===== config.mk =====
export PLATFORM = sky130hd
export DESIGN_NAME = aud_stream_ctl
export DESIGN_NICKNAME = d
export VERILOG_FILES = /design/src/rtl/aud_sc_pkg.sv /design/src/rtl/aud_sc_ctrl.sv /design/src/rtl/aud_sc_dp.sv /design/src/rtl/aud_stream_ctl.sv
export SDC_FILE = /design/constraint.sdc
export NUM_CORES = 1
export LEC_CHECK = 0
export BUFFER_PORTS_ARGS = -buffer_cell sky130_fd_sc_hd__buf_2
export CAP_MARGIN = 10
export CORE_AREA = 2 2 113 115
export CTS_CLUSTER_SIZE = 20
export DETAILED_ROUTE_END_ITERATION = 10
export DIE_AREA = 0 0 115 117
export GPL_TIMING_DRIVEN = 1
export HOLD_SLACK_MARGIN = 0.02
export PLACE_DENSITY = 0.81
export SLEW_MARGIN = 20
export SYNTH_ARGS = -nofsm -noshare
export SYNTH_HDL_FRONTEND = slang
export SYNTH_SLANG_ARGS = --single-unit

===== constraint.sdc =====
create_clock -name clk -period 6.5 [get_ports clk]
set_input_delay 0.325 -clock clk [delete_from_list [all_inputs] [get_ports clk]]
set_output_delay 0.325 -clock clk [all_outputs]
set_load 0.02 [all_outputs]

===== src/rtl/aud_sc_pkg.sv =====
package aud_sc_pkg;

  localparam int DATA_W = 32;
  localparam int ADDR_W = 2;

  // control register bit positions
  localparam int BIT_EN     = 0;
  localparam int BIT_RATE   = 1;
  localparam int BIT_MASK   = 2;
  localparam int BIT_STAT   = 3;
  localparam int BIT_IGNORE = 4;
  localparam int BIT_CLEAR  = 5;
  localparam int BIT_DMA    = 6;

  typedef enum logic [ADDR_W-1:0] {
    REG_CTRL = 2'd0,
    REG_VOL  = 2'd1,
    REG_CNT  = 2'd2,
    REG_CMP  = 2'd3
  } regSel_e;

  // strobes from control to datapath
  typedef struct packed {
    logic cntClear;
    logic cntStep;
    logic volWr;
    logic cmpWr;
  } dpStrobe_t;

endpackage


===== src/rtl/aud_sc_ctrl.sv =====
module aud_sc_ctrl
  import aud_sc_pkg::*;
(
  input  logic              clk,
  input  logic              rstN,
  input  logic              hostWe,
  input  logic [ADDR_W-1:0] hostAddr,
  input  logic [DATA_W-1:0] hostWdata,
  input  logic              sampleTick,
  input  logic              matchHit,
  output dpStrobe_t         strobe,
  output logic [DATA_W-1:0] ctrlRead,
  output logic              irq,
  output logic              streamRateSel,
  output logic              dmaRateSel
);

  logic clkEn;
  logic rateSel;
  logic intMask;
  logic intStatus;
  logic matchIgnore;
  logic dmaRate;

  logic ctrlWr;
  logic setStatus;
  logic clrStatus;

  always_comb begin
    ctrlWr          = hostWe && (hostAddr == REG_CTRL);
    strobe.cntClear = ctrlWr && hostWdata[BIT_CLEAR];
    strobe.cntStep  = sampleTick && clkEn && !strobe.cntClear;
    strobe.volWr    = hostWe && (hostAddr == REG_VOL);
    strobe.cmpWr    = hostWe && (hostAddr == REG_CMP);
    setStatus       = strobe.cntStep && matchHit && !matchIgnore;
    clrStatus       = ctrlWr && hostWdata[BIT_STAT];
  end

  always_ff @(posedge clk) begin
    if (!rstN) begin
      clkEn       <= 1'b0;
      rateSel     <= 1'b0;
      intMask     <= 1'b0;
      matchIgnore <= 1'b0;
      dmaRate     <= 1'b0;
    end else if (ctrlWr) begin
      clkEn       <= hostWdata[BIT_EN];
      rateSel     <= hostWdata[BIT_RATE];
      intMask     <= hostWdata[BIT_MASK];
      matchIgnore <= hostWdata[BIT_IGNORE];
      dmaRate     <= hostWdata[BIT_DMA];
    end
  end

  always_ff @(posedge clk) begin
    if (!rstN)          intStatus <= 1'b0;
    else if (setStatus) intStatus <= 1'b1;
    else if (clrStatus) intStatus <= 1'b0;
  end

  always_comb begin
    ctrlRead             = '0;
    ctrlRead[BIT_EN]     = clkEn;
    ctrlRead[BIT_RATE]   = rateSel;
    ctrlRead[BIT_MASK]   = intMask;
    ctrlRead[BIT_STAT]   = intStatus;
    ctrlRead[BIT_IGNORE] = matchIgnore;
    ctrlRead[BIT_DMA]    = dmaRate;
  end

  assign irq           = intStatus & intMask;
  assign streamRateSel = rateSel;
  assign dmaRateSel    = dmaRate;

  // an unignored match sets the status on the next edge
  assert_match_sets_R4: assert property (@(posedge clk) disable iff (!rstN)
    (sampleTick && clkEn && !strobe.cntClear && matchHit && !matchIgnore) |=> intStatus);

  // status can only rise from a match seen with ignore off
  assert_ignore_holds_R5: assert property (@(posedge clk) disable iff (!rstN)
    $rose(intStatus) |-> $past(!matchIgnore && matchHit && sampleTick));

  // a clearing write without a concurrent match drops the status
  assert_w1c_R6: assert property (@(posedge clk) disable iff (!rstN)
    (ctrlWr && hostWdata[BIT_STAT] && !(strobe.cntStep && matchHit && !matchIgnore))
      |=> !intStatus);

  // rate outputs move only on a control write
  assert_rate_stable_R3: assert property (@(posedge clk) disable iff (!rstN)
    !ctrlWr |=> ($stable(streamRateSel) && $stable(dmaRateSel)));

endmodule


===== src/rtl/aud_sc_dp.sv =====
module aud_sc_dp
  import aud_sc_pkg::*;
#(
  parameter int CNT_W = 32,
  parameter int VOL_W = 32
) (
  input  logic              clk,
  input  logic              rstN,
  input  dpStrobe_t         strobe,
  input  logic [ADDR_W-1:0] hostAddr,
  input  logic [DATA_W-1:0] hostWdata,
  input  logic [DATA_W-1:0] ctrlRead,
  output logic              matchHit,
  output logic [DATA_W-1:0] hostRdata
);

  localparam int CNT_PAD = DATA_W - CNT_W;
  localparam int VOL_PAD = DATA_W - VOL_W;

  logic [CNT_W-1:0] count;
  logic [CNT_W-1:0] countNext;
  logic [CNT_W-1:0] cmpReg;
  logic [VOL_W-1:0] volReg;

  assign countNext = count + 1'b1;
  assign matchHit  = (countNext == cmpReg);

  always_ff @(posedge clk) begin
    if (!rstN)                count <= '0;
    else if (strobe.cntClear) count <= '0;
    else if (strobe.cntStep)  count <= countNext;
  end

  always_ff @(posedge clk) begin
    if (!rstN)             cmpReg <= '0;
    else if (strobe.cmpWr) cmpReg <= hostWdata[CNT_W-1:0];
  end

  always_ff @(posedge clk) begin
    if (!rstN)             volReg <= '0;
    else if (strobe.volWr) volReg <= hostWdata[VOL_W-1:0];
  end

  logic [DATA_W-1:0] cntWide;
  logic [DATA_W-1:0] cmpWide;
  logic [DATA_W-1:0] volWide;

  generate
    if (CNT_PAD > 0) begin : g_cntPad
      assign cntWide = {{CNT_PAD{1'b0}}, count};
      assign cmpWide = {{CNT_PAD{1'b0}}, cmpReg};
    end else begin : g_cntFull
      assign cntWide = count;
      assign cmpWide = cmpReg;
    end
    if (VOL_PAD > 0) begin : g_volPad
      assign volWide = {{VOL_PAD{1'b0}}, volReg};
    end else begin : g_volFull
      assign volWide = volReg;
    end
  endgenerate

  always_comb begin
    unique case (hostAddr)
      REG_CTRL: hostRdata = ctrlRead;
      REG_VOL:  hostRdata = volWide;
      REG_CNT:  hostRdata = cntWide;
      default:  hostRdata = cmpWide;
    endcase
  end

  // a step adds exactly one
  assert_step_R2: assert property (@(posedge clk) disable iff (!rstN)
    (strobe.cntStep && !strobe.cntClear) |=> (count == CNT_W'($past(count) + 1'b1)));

  // no step and no clear leaves the counter alone
  assert_hold_R2: assert property (@(posedge clk) disable iff (!rstN)
    (!strobe.cntStep && !strobe.cntClear) |=> $stable(count));

  // clear lands on zero
  assert_clear_R7: assert property (@(posedge clk) disable iff (!rstN)
    strobe.cntClear |=> (count == '0));

  // compare captures the written value
  assert_cmp_write_R9: assert property (@(posedge clk) disable iff (!rstN)
    strobe.cmpWr |=> (cmpReg == $past(hostWdata[CNT_W-1:0])));

endmodule


===== src/rtl/aud_stream_ctl.sv =====
module aud_stream_ctl
  import aud_sc_pkg::*;
#(
  parameter int CNT_W = 32,
  parameter int VOL_W = 32
) (
  input  logic        clk,
  input  logic        rstN,
  input  logic        hostWe,
  input  logic [1:0]  hostAddr,
  input  logic [31:0] hostWdata,
  output logic [31:0] hostRdata,
  input  logic        sampleTick,
  output logic        streamRateSel,
  output logic        dmaRateSel,
  output logic        irq
);

  dpStrobe_t         strobe;
  logic              matchHit;
  logic [DATA_W-1:0] ctrlRead;

  aud_sc_ctrl i_ctrl (
    .clk           (clk),
    .rstN          (rstN),
    .hostWe        (hostWe),
    .hostAddr      (hostAddr),
    .hostWdata     (hostWdata),
    .sampleTick    (sampleTick),
    .matchHit      (matchHit),
    .strobe        (strobe),
    .ctrlRead      (ctrlRead),
    .irq           (irq),
    .streamRateSel (streamRateSel),
    .dmaRateSel    (dmaRateSel)
  );

  aud_sc_dp #(
    .CNT_W (CNT_W),
    .VOL_W (VOL_W)
  ) i_dp (
    .clk       (clk),
    .rstN      (rstN),
    .strobe    (strobe),
    .hostAddr  (hostAddr),
    .hostWdata (hostWdata),
    .ctrlRead  (ctrlRead),
    .matchHit  (matchHit),
    .hostRdata (hostRdata)
  );

  // interrupt only with both status and mask visible in control
  assert_irq_gate_R8: assert property (@(posedge clk) disable iff (!rstN)
    irq |-> (ctrlRead[BIT_STAT] && ctrlRead[BIT_MASK]));

  // the clear bit never reads back set
  assert_clear_reads_zero_R7: assert property (@(posedge clk) disable iff (!rstN)
    !ctrlRead[BIT_CLEAR]);

endmodule


==> results of run 1 <==
metrics by stage:
stage / power, uW / setup slack [ns]
CTS: 1470 / 3.14
finish: 1460 / 3.05
floorplan: 771 / 3.79
global route: 1510 / 2.92
detailed placement: 817 / 3.00
global placement: 815 / 3.06
area by class of cell:
type                            count  area [um2]  area share
Tap cell                          150         188      0.0282
Clock buffer                       10         239      0.0359
Multi-Input combinational cell    566        3620       0.545
Inverter                            7        26.3     0.00395
Timing Repair Buffer               78         405      0.0609
Sequential cell                   102        2040       0.307
Clock inverter                      5         129      0.0194
Yosys cell counts, drive strengths merged (9+ instances only):
cell,instances
buf,19
nand2,161
nor2,42
a21boi,65
nand3,16
xnor2,40
xor2,18
a311oi,11
nor4,9
a21oi,20
a22o,26
o21ai,13
mux2,22
dfxtp,102
nand4,21
clkbuf,47
a31oi,9
nor3,15
sequential cells by signal, indices dropped and copies added, names as in the netlist:
name,count
i_dp.cmpReg,32
i_dp.cntWide,32
i_dp.volReg,32
i_ctrl.clkEn,1
i_ctrl.dmaRateSel,1
i_ctrl.intMask,1
i_ctrl.intStatus,1
i_ctrl.matchIgnore,1
i_ctrl.streamRateSel,1
power breakdown:
part / switching (uW) / internal, uW
registers: 21.8 / 643
logic: 82.5 / 59.2
clock network: 233 / 425
kinds of logic after synthesis:
family / share of synthesized area
AO/OA/AOI/OAI: 0.206
XOR/XNOR: 0.0853
adder cells (fa/ha/maj): 0.00210
buffers and inverters: 0.0509
flip-flops: 0.343
multiplexers: 0.0727
AND/OR/NAND/NOR: 0.240
critical path: stages, from the launching register on:
cell and delay, ns:
dfxtp_1 0.55, nand3_1 0.30, or4_1 0.77, nor4_1 0.63
xnor2_1 0.20, nand4_1 0.12, or4_1 0.53, o31ai_1 0.27
routing by layer:
metal	wire [um]	up-vias
li1	-	2656
met1	7170	2688
met2	7130	258
met3	1220	34
met4	296	0
met5	0	-
placed cells by master (no fill, tap or decap), drive strengths merged, types with 7 or more instances in the layout:
master | netlist | final
and2 | 7 | 7
o21ai | 13 | 13
nand4 | 21 | 21
nor3 | 15 | 15
a21boi | 65 | 65
buf | 19 | 78
dfxtp | 102 | 102
and3 | 8 | 8
nor2 | 42 | 42
a22o | 26 | 26
a31oi | 9 | 9
xor2 | 18 | 18
a21oi | 20 | 20
clkbuf | 47 | 10
nor2b | 7 | 7
inv | 7 | 8
xnor2 | 40 | 40
nand3 | 16 | 16
mux2 | 22 | 22
nand2 | 161 | 161
nor4 | 9 | 9
a311oi | 11 | 11
worst max path at each step:
stage	from	end	slack, ns	depth (start not counted)
after floorplan	i_dp.cntWide[4]	i_ctrl.intStatus	3.79	9
after global placement	hostAddr[0]	i_dp.volReg[28]	3.06	5
after detailed placement	hostAddr[0]	i_dp.volReg[4]	3.00	5
after CTS	i_dp.cntWide[2]	i_ctrl.intStatus	3.14	7
after global routing	i_dp.cntWide[3]	i_ctrl.intStatus	2.92	7
final	i_dp.cntWide[2]	i_ctrl.intStatus	3.05	7
==> metrics, run 1 <==
Core Rows about 40; met2 Use GR 0.373; layout cells sized above 1 0.173; r2r endpoint i_ctrl.intStatus; overall die width between 100 and 150 um; final core occ 0.540; Top FF cell, synth dfxtp_1; total die area around 13000 um2; Placement Cell Area about 6300 um2; Max Slew Vio Count 0; Hold Path Sink i_dp.volReg[20]; Worst setup EP type register; Total Neg Setup Slack 0 ns; cell area after synthesis a little under 6000 um2; Final GP Congestion ~0.91; hold path depth 3; Post-DRT Antenna Nets 0; Synth-to-Final Area Change 11.7%; H-tree levels 3; via/cell ratio 6.14; #FFs+latches synth between 100 and 150; Cells after Synth around 740; RSZ-0062 raised after global routing false; Post CTS Setup Buffer Count 0; Yosys top cell by area dfxtp_1; cts hold-fix bufs 0; largest net degree at the start of global routing 73; Placed Cells 903; ys async rst share 0; num ports 73; synth top area cells dfxtp_1 34%, nand2_1 10%, a21boi_0 8.2%; Design Area, Final between 6000 and 7000 um2; crit path DAT 3.70 ns; Data required, critical path 6.75 ns; reg2reg path depth 7; Setup Skew roughly 0.008 ns; Synth top area share 0.343; Worst IR Drop VDD around 0.23 mV; CORE AREA ~12000 um2; critical path class register to register; TritonCTS clock tree built; total track usage 0.242; residual DRC count 0; status finished, final reports clean; r2r startpoint i_dp.cntWide[2]; EDFF count, synth 0; syn avg cell area 8.04 um2; slew margin rel. 0.274; Synthesis Warnings 0; CP max FO 9; final setup vio count 0; first-pass GRT wire length 26.3 mm; die height between 100 and 150 um; Hold Crit Start hostWdata[20]; Seq/Total Area, Yosys 0.343; clock latency on the worst-skew pair approximately 0.34 ns; Power Density ~220 nW/um2; vias in the first global route roughly 5200; clock buffer depth 2; # fillers between 1000 and 1500; max-cap violations 0; worst-margin pin slew between 1 and 1.5 ns; routed via count 5636; Root Buffer clkbuf_16; fmax approximately 290 MHz; I/O Buffers 72; Detail Placement HPWL around 11 mm; Final #Nets roughly 800; Tmin final between 3 and 4 ns; initial antenna violation count 0; critical path startpoint category register; Detailed Routing Iterations Pass 1 5; GR Overflow Total 0; leak pwr between 0.002 and 0.0025 uW; wire length per cell roughly 17 um; post_cts resized 0; R2R Setup Slk between 3 and 4 ns; 1st-iter DRT viols around 500; TritonCTS buffer count 9; hold_ws between 0.2 and 0.25 ns; met3 Use GR 0.0443; clk slew on worst S/H paths roughly 0.07 ns; M1 GR Usage 0.344; unique cell type count in the Yosys netlist between 50 and 60; clk sink count just over 100; total wire length between 15 and 20 mm; net count of the mapped netlist between 700 and 800; Fin. Hold Viols 0; final cell count without fillers 918; initial core utilization 0.484; Hold Crit Class input port to register; busiest grt layer met2; n_diodes 0; final worst-path cycle share 0.531
Note: power is estimated with default switching activity, not from simulation.
==> run 2: changes to the inputs <==
--- a/config.mk
+++ b/config.mk
@@ -13,7 +13,7 @@
 export DIE_AREA = 0 0 115 117
 export GPL_TIMING_DRIVEN = 1
 export HOLD_SLACK_MARGIN = 0.02
-export PLACE_DENSITY = 0.81
+export PLACE_DENSITY = 0.83
 export SLEW_MARGIN = 20
 export SYNTH_ARGS = -nofsm -noshare
 export SYNTH_HDL_FRONTEND = slang
==> constraint.sdc (replaced) <==
create_clock -name clk -period 3.01 [get_ports clk]
set_input_delay 0.1505 -clock clk [delete_from_list [all_inputs] [get_ports clk]]
set_output_delay 0.1505 -clock clk [all_outputs]
set_load 0.02 [all_outputs]
==> run 2 against run 1 <==
Against the previous run:
- utilization is 0.70 points higher
- worst setup slack worse by 2.8 ns
- total power rose by 100%
- routed wire length increased by 4.3%
- clock power is 79% higher
- clock skew shrank 0.0017 ns
- sequential share of layout area fell by 0.37 points
- register-to-register slack lost 2.8 ns
- via count grew 0.30%
- sequential power grew 120%
- critical path depth unchanged
- non-clock buffer count increased by 19
==> metrics, run 2 (same netlist as run 1, synthesis figures left out) <==
Tmin final 2.80 ns (-0.655 ns); most frequent cells in the layout 160 x nand2_1, 101 x dfxtp_1, 72 x buf_2; CP max FO 6 (-3); overall die width 115 um (unchanged); Total Neg Setup Slack 0 ns (unchanged); r2r startpoint i_dp.cntWide[0]; crit path DAT 3.05 ns (-0.65 ns); Worst setup EP type register; status finished, final reports clean; GR Overflow Total 0 (unchanged); Root Buffer clkbuf_16; Final #Nets 822 (+2.4%); worst setup margin 0.212 ns (-2.83 ns); via/cell ratio 6.03 (-1.7%); Synth-to-Final Area Change 13.2%; total track usage 0.247 (+0.00452); residual DRC count 0 (unchanged); Hold Crit Start hostWdata[29]; fmax 357 MHz (+23%); Hold Path Sink i_dp.cmpReg[29]; Design Power 2930 uW (+100%); final setup vio count 0 (unchanged); wire length per cell 17.6 um (+2.2%); CP Buf/Inv Count 0 (unchanged); Worst IR Drop VDD 0.274 mV (+22%); 1st-iter DRT viols 611 (+25%); Post-DRT Antenna Nets 0 (unchanged); most common cell after layout, fill and taps aside nand2_1; largest net degree at the start of global routing 72 (-1.4%); clk slew on worst S/H paths 0.07 ns (about the same); Critical Path, Cell by Cell nand3_1 -> or4_1 -> nor4_2 -> xnor2_1 -> nand4_1 -> or4_1 -> o31ai_1; hold path depth 3 (unchanged); RSZ-0062 raised after global routing false; worst-margin pin slew 0.764 ns (-0.322 ns); TritonCTS clock tree built; first-pass GRT wire length 26.5 mm (+0.86%); Final GP Congestion 0.966 (+6.3%); vias in the first global route 5214 (-0.31%); Critical Path Max Stage Delay 0.62 ns (-0.15 ns); r2r endpoint i_ctrl.intStatus; total die area 13500 um2 (unchanged); Detailed Routing Iterations Pass 1 5 (unchanged); max-cap violations 0 (unchanged); Core Rows 41 (unchanged); worst slack at placement 0.179 ns (-2.82 ns); cts hold-fix bufs 0 (unchanged); TritonCTS buffer count 9 (unchanged); R2R Setup Slk 0.21 ns (-2.83 ns); initial antenna violation count 0 (unchanged); CORE AREA 12300 um2 (unchanged); total wire length 16.5 mm (+4.3%); slew margin rel. 0.489 (+0.215); most used cell, CP or4_1; Data required, critical path 3.26 ns (-3.49 ns); Detail Placement HPWL 11.8 mm (+8.4%); reg2reg path depth 7 (unchanged); H-tree levels 3 (unchanged); initial core utilization 0.484 (unchanged); leak pwr 0.00250 uW (+2.7%); Slowest-stage cell, CP or4_1; clock buffer depth 2 (unchanged); Setup Skew 0.00633 ns (-0.00168 ns); clock latency on the worst-skew pair 0.34 ns (about the same); layout cells sized above 1 0.196 (+0.0225); num ports 73 (unchanged); I/O Buffers 72 (unchanged); die height 117 um (unchanged); Crit path max-delay family simple AND/OR/NAND/NOR gates; Fin. Hold Viols 0 (unchanged); critical path startpoint category register; critical path class register to register; clk sink count 102 (unchanged); routed via count 5653 (+0.30%); Power Density 436 nW/um2 (+98%); final worst-path cycle share 0.930 (+0.398); n_diodes 0 (unchanged); Hold Crit Class input port to register; Max Slew Vio Count 0 (unchanged)
==> run 2: metal layers <==
metal	up-vias	wire (um)	GRT usage	part of all wire
met3	42	1110	0.0371	0.068
met5	-	0	0	0
li1	2688	-	-	-
met2	245	7480	0.384	0.45
met1	2678	7450	0.349	0.45
met4	0	445	0.0900	0.027
==> run 2: worst reg2reg max path, stage by stage, from the launching register on <==
cell     delay, ns
dfxtp_1       0.45
nand3_1       0.22
or4_1         0.62
nor4_2        0.37
xnor2_1       0.18
nand4_1       0.10
or4_1         0.52
o31ai_1       0.25
==> run 2: final cells by class <==
type / instances / area [um2]
Sequential cell: 102 / 2040
Inverter: 7 / 26.3
Tap cell: 150 / 188
Clock inverter: 5 / 57.6
Fill cell: 1138 / 5570
Multi-Input combinational cell: 566 / 3620
Clock buffer: 10 / 239
Timing Repair Buffer: 97 / 561
==> run 2: worst max-delay path by stage <==
stage                startpoint          endpoint  slack [ns]  cells after the start
2_1_floorplan   i_dp.cntWide[4]  i_ctrl.intStatus        0.30                      9
3_3_place_gp    i_dp.cntWide[3]  i_ctrl.intStatus        0.26                      7
3_5_place_dp    i_dp.cntWide[2]  i_ctrl.intStatus        0.18                      7
4_1_cts         i_dp.cntWide[2]  i_ctrl.intStatus        0.16                      7
5_1_grt        i_dp.cntWide[18]  i_ctrl.intStatus        0.01                      7
6_report        i_dp.cntWide[0]  i_ctrl.intStatus        0.21                      7
==> run 2: where the power goes <==
group	total, uW	internal [uW]	switching (uW)
Combinational	319	134	185
Clock	1180	667	518
Sequential	1430	1390	43.0
Total	2930	2190	746
==> run 2: what timing repair did <==
item / CTS / global route
resized for setup: 0 / 3
setup endpoints to repair: 0 / 1
buffers inserted: 0 / 0
==> run 2: per-stage QoR <==
stage | utilization | std cells | cell area [um2] | hold WS, ns
after floorplan | - | 741 | 5950 | 0.295
after global routing | 0.547 | 937 | 6740 | 0.0693
after global placement | 0.522 | 922 | 6430 | 0.416
final | 0.547 | 937 | 6740 | 0.0627
after detailed placement | 0.522 | 922 | 6430 | 0.423
after CTS | 0.547 | 937 | 6730 | 0.0599
==> run 3: changes to the inputs <==
--- a/config.mk
+++ b/config.mk
@@ -8,6 +8,7 @@
 export BUFFER_PORTS_ARGS = -buffer_cell sky130_fd_sc_hd__buf_2
 export CAP_MARGIN = 10
 export CORE_AREA = 2 2 113 115
+export CTS_BUF_LIST = sky130_fd_sc_hd__clkbuf_8
 export CTS_CLUSTER_SIZE = 20
 export DETAILED_ROUTE_END_ITERATION = 10
 export DIE_AREA = 0 0 115 117
==> run 3 against run 2 <==
Against the previous run:
- first-iteration DRC count rose by 12%
- sequential power is essentially flat
- sequential cell count is the same
- worst hold slack lost 0.034 ns
- register-to-register slack about the same
- total power fell by 9.4%
- utilization fell by 0.17 points
- largest cell class unchanged
==> metrics, run 3 (same netlist as run 1, synthesis figures left out) <==
reg2reg path depth 7 (unchanged); switching pwr 722 uW (-3.2%); total track usage 0.247 (+0.000603); num ports 73 (unchanged); Detail Placement HPWL 11.8 mm (unchanged); Synth-to-Final Area Change 12.8%; r2r startpoint i_dp.cntWide[18]; Detailed Routing Iterations Pass 1 5 (unchanged); worst-margin pin slew 0.744 ns (-0.0201 ns); status finished, final reports clean; worst setup margin 0.205 ns (-0.00709 ns); overall die width 115 um (unchanged); Final GP Congestion 0.966 (unchanged); wire length per cell 17.4 um (-1.2%); clock latency on the worst-skew pair 0.37 ns (+0.03 ns); via/cell ratio 5.93 (-1.6%); leak pwr 0.00249 uW (-0.51%); Final #Nets 830 (+0.97%); critical path class register to register; Post CTS Setup Buffer Count 0 (unchanged); Logic pwr share 0.123 (+0.014); final setup vio count 0 (unchanged); n_diodes 0 (unchanged); I/O Buffers 72 (unchanged); hold_ws 0.0285 ns (-0.0343 ns); sequential power share 0.538 (+0.050); clk sink count 102 (unchanged); GR Overflow Total 0 (unchanged); clk slew on worst S/H paths 0.10 ns (+0.03 ns); M1 GR Usage 0.350 (+0.00138); critical path startpoint category register; total die area 13500 um2 (unchanged); Crit. Startpoint i_dp.cntWide[18]; busiest grt layer met2; Hold Path Sink i_dp.volReg[15]; Max Slew Vio Count 0 (unchanged); fmax 356 MHz (-0.25%); routed via count 5608 (-0.80%); Core Rows 41 (unchanged); Power Internal 1940 uW (-12%); Total Neg Setup Slack 0 ns (unchanged); met2 Use GR 0.387 (+0.00314); Sw Ratio 0.272 (+0.0176); layout cells sized above 1 0.194 (-0.00197); Fin. Hold Viols 0 (unchanged); vias in the first global route 5172 (-0.81%); Root Buffer clkbuf_8; # fillers 1143 (+0.44%); H-tree levels 3 (unchanged); max-cap violations 0 (unchanged); initial antenna violation count 0 (unchanged); RSZ-0062 raised after global routing false; 1st-iter DRT viols 682 (+12%); CORE AREA 12300 um2 (unchanged); Post-DRT Antenna Nets 0 (unchanged); crit path DAT 3.10 ns (+0.05 ns); Power Density 396 nW/um2 (-9.2%); Worst setup EP type register; slew margin rel. 0.503 (+0.0134); most common cell after layout, fill and taps aside nand2_1; Data required, critical path 3.30 ns (+0.04 ns); CP max FO 7 (+1); first-pass GRT wire length 26.5 mm (-0.10%); die height 117 um (unchanged); worst slack at placement 0.179 ns (unchanged); Setup Skew 0.00600 ns (-0.000328 ns); TritonCTS buffer count 9 (unchanged); residual DRC count 0 (unchanged); largest net degree at the start of global routing 72 (unchanged); Hold Crit Start hostWdata[15]; Tmin final 2.81 ns (+0.00709 ns); TritonCTS clock tree built; r2r endpoint i_ctrl.intStatus; Worst IR Drop VDD 0.228 mV (-17%); R2R Setup Slk 0.20 ns (about the same); initial core utilization 0.484 (unchanged); hold path depth 3 (unchanged); total wire length 16.4 mm (-0.41%); clock buffer depth 2 (unchanged); met3 Use GR 0.0381 (+0.00103); final worst-path cycle share 0.932 (+0.00235); Hold Crit Class input port to register; power share of the clock group 0.338 (-0.066); most frequent cells in the layout 160 x nand2_1, 101 x dfxtp_1, 72 x buf_2
run 3: changes by cell type in the layout (fill, tap and decap cells not counted), sizes merged:
| cell | before | now |
|---|---|---|
| dlygate4sd3 | 0 | 8 |
run 3: timing repair:
item / in CTS / in global routing
hold buffers: 8 / 0
setup endpoints to repair: 0 / 1
resized for setup: 0 / 3
hold endpoints to repair: 10 / 0
run 3: metrics by stage:
stage / cell area (um2) / power [uW] / util / std cells
after floorplan: 5950 / 1660 / - / 741
after global placement: 6430 / 1770 / 0.522 / 922
after detailed placement: 6430 / 1770 / 0.522 / 922
after CTS: 6710 / 2650 / 0.545 / 945
after global routing: 6720 / 2740 / 0.546 / 945
final: 6720 / 2660 / 0.546 / 945
run 3: how the worst max path moves through the flow:
stage,endpoint,cells past startpoint
5_1_grt,i_ctrl.intStatus,7
3_5_place_dp,i_ctrl.intStatus,7
3_3_place_gp,i_ctrl.intStatus,7
4_1_cts,i_ctrl.intStatus,7
2_1_floorplan,i_ctrl.intStatus,9
6_report,i_ctrl.intStatus,7
run 3: power by group through the flow:
| stage | clock (uW) | combinational, uW | sequential, uW |
|---|---|---|---|
| final | 899 | 327 | 1430 |
| after detailed placement | 0 | 314 | 1460 |
| after CTS | 901 | 322 | 1430 |
| after global placement | 0 | 309 | 1460 |
| after floorplan | 0 | 221 | 1440 |
| after global routing | 952 | 356 | 1440 |
run 3: final cells by class:
type | count | area, um2 | share of cell area
Clock inverter | 5 | 57.6 | 0.00857
Clock buffer | 10 | 138 | 0.0205
Sequential cell | 102 | 2040 | 0.304
Timing Repair Buffer | 105 | 641 | 0.0954
Multi-Input combinational cell | 566 | 3620 | 0.539
Tap cell | 150 | 188 | 0.0279
Inverter | 7 | 26.3 | 0.00391
run 3: layer usage:
layer / part of all wire / wire (um)
met1: 0.45 / 7400
met2: 0.46 / 7570
met3: 0.069 / 1130
met4: 0.020 / 322
met5: 0 / 0
run 3: critical path: stages (launching register included):
cell,delay [ns]
dfxtp_1,0.48
and3_1,0.35
nand3_1,0.26
or4_4,0.58
xnor2_1,0.18
nand4_1,0.09
or4_1,0.52
o31ai_1,0.25
